[config.mk]
export PLATFORM = sky130hd
export DESIGN_NAME = ifld_seq
export DESIGN_NICKNAME = d
export VERILOG_FILES = /design/src/rtl/ifs_pkg.sv /design/src/rtl/ifs_pfx_class.sv /design/src/rtl/ifs_le_acc.sv /design/src/rtl/ifld_seq.sv
export SDC_FILE = /design/constraint.sdc
export NUM_CORES = 1
export LEC_CHECK = 0
export ABC_AREA = 1
export BUFFER_PORTS_ARGS = -buffer_cell sky130_fd_sc_hd__buf_4
export CAP_MARGIN = 20
export CORE_MARGIN = 2
export CORE_UTILIZATION = 53
export CTS_CLUSTER_DIAMETER = 60
export DETAILED_ROUTE_END_ITERATION = 7
export PLACE_DENSITY = 0.8
export SLEW_MARGIN = 20
export SYNTH_ARGS = -nofsm -noshare
export SYNTH_HDL_FRONTEND = slang
export SYNTH_SLANG_ARGS = --single-unit
export TNS_END_PERCENT = 50
[constraint.sdc]
create_clock -name clk_i -period 2.2 [get_ports clk_i]
set_input_delay 0.22 -clock clk_i [delete_from_list [all_inputs] [get_ports clk_i]]
set_output_delay 0.22 -clock clk_i [all_outputs]
set_load 0.02 [all_outputs]
[src/rtl/ifs_pkg.sv]
package ifs_pkg;
  localparam int unsigned G1_W = 3;
  localparam int unsigned G2_W = 6;
  localparam int unsigned SZ_W = 3;

  typedef enum logic [2:0] {
    ST_PFX, ST_OPC, ST_MODRM, ST_SIB, ST_DISP, ST_IMM, ST_OUT
  } seq_st_e;

  function automatic logic [SZ_W-1:0] sz_decode(input logic [1:0] code);
    return (code == 2'd3) ? SZ_W'(4) : {1'b0, code};
  endfunction

  // first state after the addressing bytes
  function automatic seq_st_e tail_st(input logic [SZ_W-1:0] d, input logic [SZ_W-1:0] i);
    if (d != '0) return ST_DISP;
    if (i != '0) return ST_IMM;
    return ST_OUT;
  endfunction
endpackage

[src/rtl/ifs_pfx_class.sv]
module ifs_pfx_class
  import ifs_pkg::*;
(
  input  logic [7:0]      byte_i,
  output logic [G1_W-1:0] g1_o,
  output logic [G2_W-1:0] g2_o,
  output logic            g3_o,
  output logic            g4_o,
  output logic            hit_o
);
  always_comb begin
    g1_o = '0;
    g2_o = '0;
    g3_o = 1'b0;
    g4_o = 1'b0;
    unique case (byte_i)
      8'hF0: g1_o[0] = 1'b1;
      8'hF2: g1_o[1] = 1'b1;
      8'hF3: g1_o[2] = 1'b1;
      8'h26: g2_o[0] = 1'b1;
      8'h2E: g2_o[1] = 1'b1;
      8'h36: g2_o[2] = 1'b1;
      8'h3E: g2_o[3] = 1'b1;
      8'h64: g2_o[4] = 1'b1;
      8'h65: g2_o[5] = 1'b1;
      8'h66: g3_o = 1'b1;
      8'h67: g4_o = 1'b1;
      default: ;
    endcase
  end

  assign hit_o = (|g1_o) | (|g2_o) | g3_o | g4_o;

  always_comb begin
    a_r2_one_group: assert ($countones({g1_o, g2_o, g3_o, g4_o}) <= 1);
  end
endmodule

[src/rtl/ifs_le_acc.sv]
module ifs_le_acc #(
  parameter int unsigned NB    = 4,
  localparam int unsigned IDX_W = $clog2(NB)
) (
  input  logic             clk_i,
  input  logic             rst_ni,
  input  logic             clr_i,
  input  logic             wr_i,
  input  logic [IDX_W-1:0] idx_i,
  input  logic [7:0]       byte_i,
  output logic [8*NB-1:0]  val_o
);
  for (genvar g = 0; g < NB; g++) begin : g_lane
    always_ff @(posedge clk_i or negedge rst_ni) begin
      if (!rst_ni)                                  val_o[8*g +: 8] <= '0;
      else if (clr_i)                               val_o[8*g +: 8] <= '0;
      else if (wr_i && (idx_i == IDX_W'(g)))        val_o[8*g +: 8] <= byte_i;
    end
  end

  a_r10_clear: assert property (@(posedge clk_i) disable iff (!rst_ni)
    clr_i |=> (val_o == '0));
  a_r8_one_lane: assert property (@(posedge clk_i) disable iff (!rst_ni)
    !wr_i && !clr_i |=> $stable(val_o));
endmodule

[src/rtl/ifld_seq.sv]
module ifld_seq
  import ifs_pkg::*;
#(
  parameter int unsigned MAX_PFX = 4,
  parameter int unsigned MAX_OPC = 3,
  parameter int unsigned FLD_NB  = 4,
  parameter int unsigned LEN_W   = 5,
  localparam int unsigned OPC_W  = 8 * MAX_OPC,
  localparam int unsigned FLD_W  = 8 * FLD_NB,
  localparam int unsigned OCNT_W = $clog2(MAX_OPC + 1)
) (
  input  logic              clk_i,
  input  logic              rst_ni,
  input  logic              in_valid_i,
  input  logic [7:0]        in_byte_i,
  output logic              in_ready_o,
  output logic [7:0]        lk_byte_o,
  output logic [OCNT_W-1:0] lk_idx_o,
  input  logic              lk_more_i,
  input  logic              lk_modrm_i,
  input  logic [1:0]        lk_disp_sz_i,
  input  logic [1:0]        lk_imm_sz_i,
  output logic              rec_valid_o,
  input  logic              rec_ready_i,
  output logic [G1_W-1:0]   rec_grp1_o,
  output logic [G2_W-1:0]   rec_grp2_o,
  output logic              rec_grp3_o,
  output logic              rec_grp4_o,
  output logic              rec_err_o,
  output logic [OPC_W-1:0]  rec_opc_o,
  output logic [OCNT_W-1:0] rec_opc_cnt_o,
  output logic              rec_has_modrm_o,
  output logic [7:0]        rec_modrm_o,
  output logic              rec_has_sib_o,
  output logic [7:0]        rec_sib_o,
  output logic [SZ_W-1:0]   rec_disp_len_o,
  output logic [FLD_W-1:0]  rec_disp_o,
  output logic [SZ_W-1:0]   rec_imm_len_o,
  output logic [FLD_W-1:0]  rec_imm_o,
  output logic [LEN_W-1:0]  rec_len_o
);
  localparam int unsigned PCNT_W = $clog2(MAX_PFX + 2);
  localparam int unsigned OIDX_W = $clog2(MAX_OPC);
  localparam int unsigned FIDX_W = $clog2(FLD_NB);

  seq_st_e state_q;
  logic [G1_W-1:0]   g1_q;
  logic [G2_W-1:0]   g2_q;
  logic              g3_q, g4_q, err_q;
  logic [PCNT_W-1:0] pcnt_q;
  logic [OCNT_W-1:0] ocnt_q;
  logic              has_modrm_q, has_sib_q;
  logic [7:0]        modrm_q, sib_q;
  logic [SZ_W-1:0]   dlen_q, ilen_q;
  logic [FIDX_W-1:0] fidx_q;
  logic [LEN_W-1:0]  len_q;

  // prefix classification of the offered byte
  logic [G1_W-1:0] cls_g1;
  logic [G2_W-1:0] cls_g2;
  logic            cls_g3, cls_g4, cls_hit;

  ifs_pfx_class u_cls (
    .byte_i (in_byte_i),
    .g1_o   (cls_g1),
    .g2_o   (cls_g2),
    .g3_o   (cls_g3),
    .g4_o   (cls_g4),
    .hit_o  (cls_hit)
  );

  logic fire, rec_fire, in_pfx, in_opc, take_opc;
  logic pfx_dup, pfx_full, opc_last, need_sib, disp_force;
  logic fld_last_d, fld_last_i;
  logic [SZ_W-1:0] lk_dlen, lk_ilen, sib_dlen;
  seq_st_e opc_nxt;

  assign in_ready_o = (state_q != ST_OUT);
  assign rec_valid_o = (state_q == ST_OUT);
  assign fire     = in_valid_i && in_ready_o;
  assign rec_fire = rec_valid_o && rec_ready_i;
  assign in_pfx   = (state_q == ST_PFX);
  assign in_opc   = (in_pfx && !cls_hit) || (state_q == ST_OPC);
  assign take_opc = fire && in_opc;

  assign lk_byte_o = in_byte_i;
  assign lk_idx_o  = (state_q == ST_OPC) ? ocnt_q : '0;

  assign pfx_dup  = ((|cls_g1) && (|g1_q)) || ((|cls_g2) && (|g2_q)) ||
                    (cls_g3 && g3_q) || (cls_g4 && g4_q);
  assign pfx_full = (pcnt_q >= PCNT_W'(MAX_PFX));

  assign lk_dlen  = sz_decode(lk_disp_sz_i);
  assign lk_ilen  = sz_decode(lk_imm_sz_i);
  assign opc_last = !lk_more_i || (lk_idx_o == OCNT_W'(MAX_OPC - 1));

  always_comb begin
    if (!opc_last)       opc_nxt = ST_OPC;
    else if (lk_modrm_i) opc_nxt = ST_MODRM;
    else                 opc_nxt = tail_st(lk_dlen, lk_ilen);
  end

  assign need_sib   = (in_byte_i[7:6] != 2'b11) && (in_byte_i[2:0] == 3'b100);
  assign disp_force = (modrm_q[7:6] == 2'b00) && (in_byte_i[2:0] == 3'b101);
  assign sib_dlen   = disp_force ? SZ_W'(4) : dlen_q;
  assign fld_last_d = ({{(SZ_W-FIDX_W){1'b0}}, fidx_q} == dlen_q - SZ_W'(1));
  assign fld_last_i = ({{(SZ_W-FIDX_W){1'b0}}, fidx_q} == ilen_q - SZ_W'(1));

  always_ff @(posedge clk_i or negedge rst_ni) begin
    if (!rst_ni) begin
      state_q     <= ST_PFX;
      g1_q        <= '0;
      g2_q        <= '0;
      g3_q        <= 1'b0;
      g4_q        <= 1'b0;
      err_q       <= 1'b0;
      pcnt_q      <= '0;
      ocnt_q      <= '0;
      has_modrm_q <= 1'b0;
      has_sib_q   <= 1'b0;
      modrm_q     <= '0;
      sib_q       <= '0;
      dlen_q      <= '0;
      ilen_q      <= '0;
      fidx_q      <= '0;
      len_q       <= '0;
    end else begin
      if (fire && !(&len_q)) len_q <= len_q + LEN_W'(1);
      if (take_opc) begin
        ocnt_q      <= ocnt_q + OCNT_W'(1);
        has_modrm_q <= lk_modrm_i;
        dlen_q      <= lk_dlen;
        ilen_q      <= lk_ilen;
        state_q     <= opc_nxt;
      end
      unique case (state_q)
        ST_PFX: begin
          if (fire && cls_hit) begin
            g1_q <= g1_q | cls_g1;
            g2_q <= g2_q | cls_g2;
            g3_q <= g3_q | cls_g3;
            g4_q <= g4_q | cls_g4;
            if (pfx_dup || pfx_full) err_q <= 1'b1;
            if (!(&pcnt_q)) pcnt_q <= pcnt_q + PCNT_W'(1);
          end
        end
        ST_OPC: ;
        ST_MODRM: begin
          if (fire) begin
            modrm_q <= in_byte_i;
            state_q <= need_sib ? ST_SIB : tail_st(dlen_q, ilen_q);
          end
        end
        ST_SIB: begin
          if (fire) begin
            sib_q     <= in_byte_i;
            has_sib_q <= 1'b1;
            dlen_q    <= sib_dlen;
            state_q   <= tail_st(sib_dlen, ilen_q);
          end
        end
        ST_DISP: begin
          if (fire) begin
            if (fld_last_d) begin
              fidx_q  <= '0;
              state_q <= (ilen_q != '0) ? ST_IMM : ST_OUT;
            end else begin
              fidx_q <= fidx_q + FIDX_W'(1);
            end
          end
        end
        ST_IMM: begin
          if (fire) begin
            if (fld_last_i) begin
              fidx_q  <= '0;
              state_q <= ST_OUT;
            end else begin
              fidx_q <= fidx_q + FIDX_W'(1);
            end
          end
        end
        ST_OUT: begin
          if (rec_ready_i) begin
            state_q     <= ST_PFX;
            g1_q        <= '0;
            g2_q        <= '0;
            g3_q        <= 1'b0;
            g4_q        <= 1'b0;
            err_q       <= 1'b0;
            pcnt_q      <= '0;
            ocnt_q      <= '0;
            has_modrm_q <= 1'b0;
            has_sib_q   <= 1'b0;
            modrm_q     <= '0;
            sib_q       <= '0;
            dlen_q      <= '0;
            ilen_q      <= '0;
            fidx_q      <= '0;
            len_q       <= '0;
          end
        end
        default: state_q <= ST_PFX;
      endcase
    end
  end

  ifs_le_acc #(.NB(MAX_OPC)) u_opc (
    .clk_i  (clk_i),
    .rst_ni (rst_ni),
    .clr_i  (rec_fire),
    .wr_i   (take_opc),
    .idx_i  (lk_idx_o[OIDX_W-1:0]),
    .byte_i (in_byte_i),
    .val_o  (rec_opc_o)
  );

  ifs_le_acc #(.NB(FLD_NB)) u_disp (
    .clk_i  (clk_i),
    .rst_ni (rst_ni),
    .clr_i  (rec_fire),
    .wr_i   (fire && (state_q == ST_DISP)),
    .idx_i  (fidx_q),
    .byte_i (in_byte_i),
    .val_o  (rec_disp_o)
  );

  ifs_le_acc #(.NB(FLD_NB)) u_imm (
    .clk_i  (clk_i),
    .rst_ni (rst_ni),
    .clr_i  (rec_fire),
    .wr_i   (fire && (state_q == ST_IMM)),
    .idx_i  (fidx_q),
    .byte_i (in_byte_i),
    .val_o  (rec_imm_o)
  );

  assign rec_grp1_o      = g1_q;
  assign rec_grp2_o      = g2_q;
  assign rec_grp3_o      = g3_q;
  assign rec_grp4_o      = g4_q;
  assign rec_err_o       = err_q;
  assign rec_opc_cnt_o   = ocnt_q;
  assign rec_has_modrm_o = has_modrm_q;
  assign rec_modrm_o     = modrm_q;
  assign rec_has_sib_o   = has_sib_q;
  assign rec_sib_o       = sib_q;
  assign rec_disp_len_o  = dlen_q;
  assign rec_imm_len_o   = ilen_q;
  assign rec_len_o       = len_q;

  a_r10_stall: assert property (@(posedge clk_i) disable iff (!rst_ni)
    rec_valid_o |-> !in_ready_o);
  a_r10_hold: assert property (@(posedge clk_i) disable iff (!rst_ni)
    rec_valid_o && !rec_ready_i |=> rec_valid_o && $stable(rec_len_o) &&
      $stable(rec_opc_o) && $stable(rec_disp_o) && $stable(rec_imm_o));
  a_r10_release: assert property (@(posedge clk_i) disable iff (!rst_ni)
    rec_valid_o && rec_ready_i |=> !rec_valid_o && in_ready_o);
  a_r2_single: assert property (@(posedge clk_i) disable iff (!rst_ni)
    rec_valid_o && !rec_err_o |-> $onehot0(rec_grp1_o) && $onehot0(rec_grp2_o));
  a_r4_opc_cnt: assert property (@(posedge clk_i) disable iff (!rst_ni)
    rec_valid_o |-> (rec_opc_cnt_o != '0) && (rec_opc_cnt_o <= OCNT_W'(MAX_OPC)));
  a_r6_sib_cond: assert property (@(posedge clk_i) disable iff (!rst_ni)
    rec_valid_o && rec_has_sib_o |-> rec_has_modrm_o &&
      (rec_modrm_o[7:6] != 2'b11) && (rec_modrm_o[2:0] == 3'b100));
  a_r7_disp_four: assert property (@(posedge clk_i) disable iff (!rst_ni)
    rec_valid_o && rec_has_sib_o && (rec_modrm_o[7:6] == 2'b00) &&
      (rec_sib_o[2:0] == 3'b101) |-> (rec_disp_len_o == SZ_W'(4)));
  a_r9_len: assert property (@(posedge clk_i) disable iff (!rst_ni)
    rec_valid_o && !rec_err_o |-> int'(rec_len_o) ==
      $countones({rec_grp1_o, rec_grp2_o, rec_grp3_o, rec_grp4_o}) +
      int'(rec_opc_cnt_o) + int'(rec_has_modrm_o) + int'(rec_has_sib_o) +
      int'(rec_disp_len_o) + int'(rec_imm_len_o));
endmodule

==> metrics.csv, run 1 <==
metric,value,unit
dieWidth,114,microns
drv_slew,0,
yosysTopAreaCell,dfrtp_1,
layout_common_cells,"buf_4 (172), dfrtp_1 (139), nand2_1 (116)",
crit_path_max_fanout,16,
htreeDepth,4,
pwr-share-clk,22.4,%
synth_area,0.00642,sq mm
grt_usage,27.1,%
clockBufferDepth,2,
clock_latency,420,ps
firstDrtPassIters,6,
synthCells,730,
crit_required,2490,ps
area.growth.synth_to_final,29.7,%
rows,40,
p_sw,5.22,mW
core_area,0.0119,sq mm
ios,161,
cp_cell_sequence,inv_2 -> nor3_4 -> inv_1 -> nor2_2 -> nand2_1 -> nand3_1 -> o21ai_0,
seqPwrFrac,34.2,%
netlist.area_leader.share,54.2,%
tightest_slew,596,ps
avgSynthCellArea,8.79,sq um
initial_utilization,53.9,%
ys_seq_elements,139,
post-dp-hpwl,12100,microns
slowest_delay,460,ps
clkTransAtPathRegs,60,ps
cts-root-buf,clkbuf_16,
routedWlPerCell,16.4,microns
endpoint_kind,flip-flop,
drive_gt1_share,25.6,%
finalHoldViolations,0,
final_common_cell,buf_4,
grt_pass1_wl,27000,microns
diodes,0,
drc,0,
max-slew-margin-rel,60.1,%
yosys_warnings,0,
layoutNonFillerInstCount,1049,
crit_cells,7,
combPwrFrac,43.4,%
port_buffers,160,
crit_family,simple AND/OR/NAND/NOR gates,
status,"complete, no violations",
initialDrtViolationCount,473,
cts_buffers,17,
gp_congestion,0.918,
setup_violations,0,
fmax,497,MHz
hold_class,input port to flip-flop,
ant_nets,0,
min_period,2010,ps
whs,84.1,ps
vias,5721,
p_per_area,1540,mW/mm^2
die_h,114,microns
routed_wirelength,17200,microns
hold_depth,3,
worst_slack,187,ps
placed_cell_area,0.00772,sq mm
final_area,0.00833,sq mm
arrival,2300,ps
path_buf_inv,2,
synth_cell_types,38,
reg2regPathDepth,7,
syn-num-nets,760,
nNetsFinal,920,
critPathLaunchType,flip-flop,
crit_slowest_cell,dfrtp_1,
ir_worst_vdd,926,uV
grt_max_degree,62,
drv_cap,0,
total_power,12.9,mW
p_int,7.64,mW
skew,6.32,ps
routed_via_density,5.45,
switching_share,40.6,%
pre_cts_ws,248,ps
cts_tree,built,
rsz0062_at_grt,yes,
synthTopCellsByArea,"dfrtp_1 (54%), o21ai_0 (8.4%), nand3_1 (7.5%), nand2_1 (6.8%), inv_1 (5.1%)",
dpl.cell_count,1017,
leakage,4.31,nW
cts.sinks,139,
antenna_found_initial,0,
grt.overflow.total,0,
criticalPathCategory,flip-flop to flip-flop,
fin_crit_sh,91.5,%
ys_seq_area_share,54.2,%
die-area,0.0130,sq mm
grt_pass1_vias,5179,
[state kept, by name, summed over array words and instances, names as in the netlist, 2 cells and up]
signal and cells:
u_opc.val_o 24, rec_modrm_o 8, pcnt_q 3, rec_len_o 5, u_disp.val_o 32, rec_grp2_o 6
rec_disp_len_o 3, rec_opc_cnt_o 2, rec_grp1_o 3, state_q 3, rec_imm_len_o 3, rec_sib_o 8
u_imm.val_o 32, fidx_q 2
[per-layer routing]
layer  vias up  global-route usage, %  share of wire [%]
met2       235                   41.0                 47
met4         0                   12.0                3.3
li1       2716                      -                  -
met1      2730                   38.2                 44
met5         -                      0                  0
met3        40                   5.56                6.3
[cell families after synthesis]
family                     share of synthesized area (%)
DFF                                                 54.2
xor gates and xnor gates                           0.819
buffers and inverters                               8.79
adders and majority gates                           2.34
and+or+nand+nor                                     20.4
AOI/OAI and AO/OA                                   13.4
[stage by stage]
| step | utilization [%] | TNS, ps |
|---|---|---|
| finish | 69.9 | 0 |
| global route | 69.9 | -17.9 |
| CTS | 69.9 | 0 |
| detailed placement | 64.9 | 0 |
| global placement | 64.9 | 0 |
| floorplan | - | 0 |
[area by class of cell]
cell class / instances / area, sq um
fill: 936 / 3580
sequential: 139 / 3480
multi-input combinational: 465 / 2380
timing repair buffer: 176 / 1350
clock buffer: 19 / 443
inverter: 91 / 344
tap: 147 / 184
clock inverter: 12 / 149
[Yosys cell counts]
library cell,number
a2111oi_0,1
a211oi_1,2
a21oi_1,25
a21oi_2,1
a31oi_1,1
buf_2,11
buf_4,9
buf_6,4
buf_8,1
clkbuf_1,10
dfrtp_1,139
ha_1,12
inv_1,87
inv_2,3
inv_4,1
nand2_1,116
nand2_2,5
nand2_4,3
nand3_1,96
nand3_2,1
nand3b_1,2
nand4_1,6
nor2_1,40
nor2_2,5
nor2_4,1
nor3_1,8
nor3_4,1
nor4_1,1
o211ai_1,2
o21ai_0,108
o21ai_1,13
o21ai_4,3
o221ai_1,1
o22ai_1,2
o31ai_1,1
or2_2,2
xnor2_1,3
xor2_1,3
[path summary, 6_finish.rpt]
check,slack [ps],end,startpoint
max,190,u_imm.val_o[7]$_DFFE_PN0P_,state_q[2]$_DFF_PN0_
min,80,rec_imm_len_o[2]$_DFF_PN0_,lk_imm_sz_i[1]
max reg2reg,190,u_imm.val_o[7]$_DFFE_PN0P_,state_q[2]$_DFF_PN0_
min reg2reg,490,rec_has_sib_o$_DFFE_PN0P_,rec_has_sib_o$_DFFE_PN0P_
max in group asynchronous,1150,u_imm.val_o[22]$_DFFE_PN0P_,rst_ni
min in group asynchronous,330,u_imm.val_o[1]$_DFFE_PN0P_,rst_ni
[what timing repair did]
action | in CTS | in global routing
hold buffers | 1 | 0
gates resized for setup | 0 | 0
setup buffers | 0 | 0
endpoints found under the hold margin | 58 | 0
endpoints found under the setup margin | 0 | 2
[power groups by stage]
| stage | Sequential [mW] | Combinational (mW) | Clock (mW) |
|---|---|---|---|
| 5_1_grt | 4.51 | 6.08 | 3.03 |
| 2_1_floorplan | 5.49 | 2.11 | 0 |
| 4_1_cts | 4.39 | 5.60 | 2.90 |
| 3_3_place_gp | 4.40 | 5.43 | 0 |
| 6_report | 4.40 | 5.59 | 2.88 |
| 3_5_place_dp | 4.42 | 5.56 | 0 |
[tightest hold or removal path, cell delays in order]
cell     delay (ps)
buf_4           120
nand3_1          70
a21oi_1          60
No activity file was read; power rests on OpenSTA's default activity.
==> inputs of run 2 (changes only) <==
--- a/config.mk
+++ b/config.mk
@@ -9,12 +9,13 @@
 export BUFFER_PORTS_ARGS = -buffer_cell sky130_fd_sc_hd__buf_4
 export CAP_MARGIN = 20
 export CORE_MARGIN = 2
-export CORE_UTILIZATION = 53
+export CORE_UTILIZATION = 55
 export CTS_CLUSTER_DIAMETER = 60
 export DETAILED_ROUTE_END_ITERATION = 7
-export PLACE_DENSITY = 0.8
+export PLACE_DENSITY = 0.81
 export SLEW_MARGIN = 20
 export SYNTH_ARGS = -nofsm -noshare
 export SYNTH_HDL_FRONTEND = slang
+export SYNTH_HIERARCHICAL = 1
 export SYNTH_SLANG_ARGS = --single-unit
 export TNS_END_PERCENT = 50
==> run 2 against run 1 <==
Clock skew about the same; global-route usage increased by 1.8 points; core utilization increased by 2.3 points; wire length increased by 13%; synthesized area increased by 11%; clock-buffer cell count increased by 3; first-iteration DRC count increased by 55%; critical endpoint is now lk_idx_o[0]; largest power group unchanged; highest routed layer unchanged.
==> metrics.csv, run 2 <==
metric,value,unit,change
status,"complete, no violations",,
clockBufferDepth,2,,unchanged
finalSetupTns,0,ps,unchanged
final_common_cell,nand2_1,,
synth_compound_area_share,5.24,%,-8.2 points
synthTopCellsByArea,"dfrtp_1 (49%), nand3_1 (13%), nand2_1 (11%), inv_1 (5.6%), nor2_1 (3.0%)",,
antenna_found_initial,0,,unchanged
endpoint_kind,output pin,,
critPathLaunchType,flip-flop,,
final_area,0.00911,sq mm,+9.4%
synthCells,893,,+22%
r2r_start,state_q[1]$_DFF_PN0_,,
grt_usage,28.9,%,+1.8 points
criticalPathCategory,flip-flop to output pin,,
cts-root-buf,clkbuf_16,,
ios,161,,unchanged
slowest_delay,440,ps,-20 ps
cts_buffers,17,,unchanged
fmax,487,MHz,-2.0%
synth_fa_ha_area_share,1.41,%,-0.93 points
clkTransAtPathRegs,60,ps,about the same
drive_gt1_share,25.4,%,-0.26 points
ys_seq_area_share,48.9,%,-5.3 points
crit_slowest_cell,dfrtp_1,,
grt_pass1_wl,32000,microns,+18%
routedWlPerCell,15.6,microns,-4.5%
crit_path_max_fanout,13,,-3
port_buffers,160,,unchanged
initial_utilization,56.4,%,+2.5 points
synth-edff-count,0,,unchanged
drc,0,,unchanged
p_per_area,1500,mW/mm^2,-2.7%
hold_depth,2,,-1
post-dp-hpwl,13700,microns,+13%
initialDrtViolationCount,735,,+55%
core_area,0.0126,sq mm,+5.9%
cts_tree,built,,
yosys_warnings,6,,+6
netlist.area_leader.share,48.9,%,-5.3 points
rows,41,,+2.5%
setup_violations,0,,unchanged
ys_seq_elements,139,,unchanged
drv_cap,0,,unchanged
async_reset_ff_share,100,%,unchanged
syn-num-nets,919,,+21%
die-area,0.0139,sq mm,+6.6%
synthMuxAreaShare,0,%,unchanged
firstDrtPassIters,7,,+1
r2r_end,u_disp/val_o[24]$_DFFE_PN0P_,,
vias,6574,,+15%
hold_class,input port to flip-flop,,
layout_common_cells,"nand2_1 (215), nand3_1 (187), buf_4 (176)",,
crit_family,buffers and inverters,,
synth_cell_types,32,,-16%
drv_slew,0,,unchanged
gp_congestion,0.955,,+4.0%
placed_cell_area,0.00848,sq mm,+9.7%
cts.sinks,139,,unchanged
avgSynthCellArea,7.97,sq um,-9.4%
layoutNonFillerInstCount,1241,,+18%
diodes,0,,unchanged
synthTopCellsByCount,"nand2_1 (215), nand3_1 (187), dfrtp_1 (139)",,
path_buf_inv,3,,+1
routed_wirelength,19400,microns,+13%
finalHoldViolations,0,,unchanged
leakage,5.11,nW,+19%
ir_worst_vdd,796,uV,-14%
reg2regPathDepth,9,,+2
dpl.cell_count,1208,,+19%
synth_area,0.00712,sq mm,+11%
fin_crit_sh,93.3,%,+1.8 points
synth_xor_area_share,1.11,%,+0.29 points
synth_top_family_by_area,simple AND/OR/NAND/NOR gates,,
yosysTopAreaCell,dfrtp_1,,
grt_max_degree,51,,-18%
whs,11.6,ps,-72.5 ps
synthSimpleGateAreaFrac,33.6,%,+13 points
clock_latency,420,ps,about the same
reg_top3,"u_disp/val_o: 32 flops, u_imm/val_o: 32 flops, u_opc/val_o: 24 flops",,
nNetsFinal,1082,,+18%
crit_required,1980,ps,-510 ps
tightest_slew,596,ps,-0.269 ps
min_to,rec_len_o[3]$_DFF_PN0_,,
hold_path.startpoint,rec_ready_i,,
ys.flop_type,dfrtp_1,,
dieWidth,118,microns,+3.2%
htreeDepth,4,,unchanged
ant_nets,0,,unchanged
total_power,13.7,mW,+6.5%
die_h,118,microns,+3.2%
area.growth.synth_to_final,28.1,%,
yosysMostFrequentCell,nand2_1,,
cp_cell_sequence,inv_1 -> nand2_1 -> nor2_1 -> buf_4 -> buf_4,,
grt_pass1_vias,6226,,+20%
arrival,1830,ps,-470 ps
skew,5.85,ps,-0.469 ps
rsz0062_at_grt,no,,
reg2reg_setup_slack,160,ps,-30 ps
min_period,2050,ps,+40.4 ps
max-slew-margin-rel,60.2,%,+0.11 points
crit_path_frequent_cell,buf_4,,
routed_via_density,5.30,,-2.9%
grt.overflow.total,0,,unchanged
## run 2: cell count changes after synthesis, moves of 4 or more
cell / previous run / this run
inv_1: 87 / 106
nor3_1: 8 / 4
nand3_1: 96 / 187
buf_4: 9 / 14
a21oi_1: 25 / 21
o21ai_1: 13 / 9
nor2_1: 40 / 56
clkbuf_1: 10 / 4
o21ai_0: 108 / 28
nand3_4: 0 / 4
nor2_2: 5 / 23
ha_1: 12 / 8
nand2_1: 116 / 215
inv_2: 3 / 12
## run 2: how the worst max path moves through the flow
stage / startpoint / cells after the start / endpoint / slack, ps
detailed placement: in_byte_i[6] / 15 / u_opc/val_o[23]$_DFFE_PN0P_ / 30
floorplan: state_q[1]$_DFF_PN0_ / 10 / u_disp/val_o[25]$_DFFE_PN0P_ / 320
CTS: state_q[2]$_DFF_PN0_ / 5 / lk_idx_o[1] / 120
global placement: in_byte_i[3] / 15 / u_opc/val_o[19]$_DFFE_PN0P_ / 80
finish: state_q[2]$_DFF_PN0_ / 5 / lk_idx_o[0] / 150
global route: state_q[2]$_DFF_PN0_ / 5 / lk_idx_o[0] / 30
## run 2: power breakdown
group	switching, mW	total, mW	internal, mW
clock network	1.09	2.99	1.90
logic	3.86	6.31	2.45
registers	0.791	4.40	3.61
## run 2: layer usage
layer	share of wire, %	vias up	global-route usage, %
met2	47	291	44.5
met1	43	3065	40.0
met3	7.9	41	6.64
met4	2.4	0	11.1
met5	0	-	0
li1	-	3177	-
## run 2: area by class of cell
class,count,area (sq um)
clock inverter,10,139
sequential,139,3480
fill,1043,3510
timing repair buffer,181,1400
tap,172,215
clock buffer,22,484
inverter,120,450
multi-input combinational,597,2940
## run 2: cell families after synthesis
| family | count (synthesis) |
|---|---|
| and+or+nand+nor | 513 |
| buffers and inverters | 157 |
| DFF | 139 |
| AOI/OAI and AO/OA | 67 |
| xor gates and xnor gates | 9 |
| adders and majority gates | 8 |
## run 2: stage by stage
| stage | setup slack, ps | util (%) |
|---|---|---|
| 6_report | 147 | 72.2 |
| 2_1_floorplan | 323 | - |
| 3_5_place_dp | 34.2 | 67.2 |
| 5_1_grt | 27.6 | 72.2 |
| 4_1_cts | 119 | 72.2 |
| 3_3_place_gp | 83.2 | 67.2 |
## run 2: worst reg2reg max path: cells and delay by family (launching register included)
kind                   cells  cell delay (ps)
and+or+nand+nor            6              970
buffers and inverters      3              560
DFF                        1              450
## run 2: repair_timing
action	4_1_cts	5_1_grt
endpoints found under the setup margin	0	1
buffers inserted	0	0
hold endpoints to repair	42	0
hold buffers	1	0
gates resized for setup	0	1
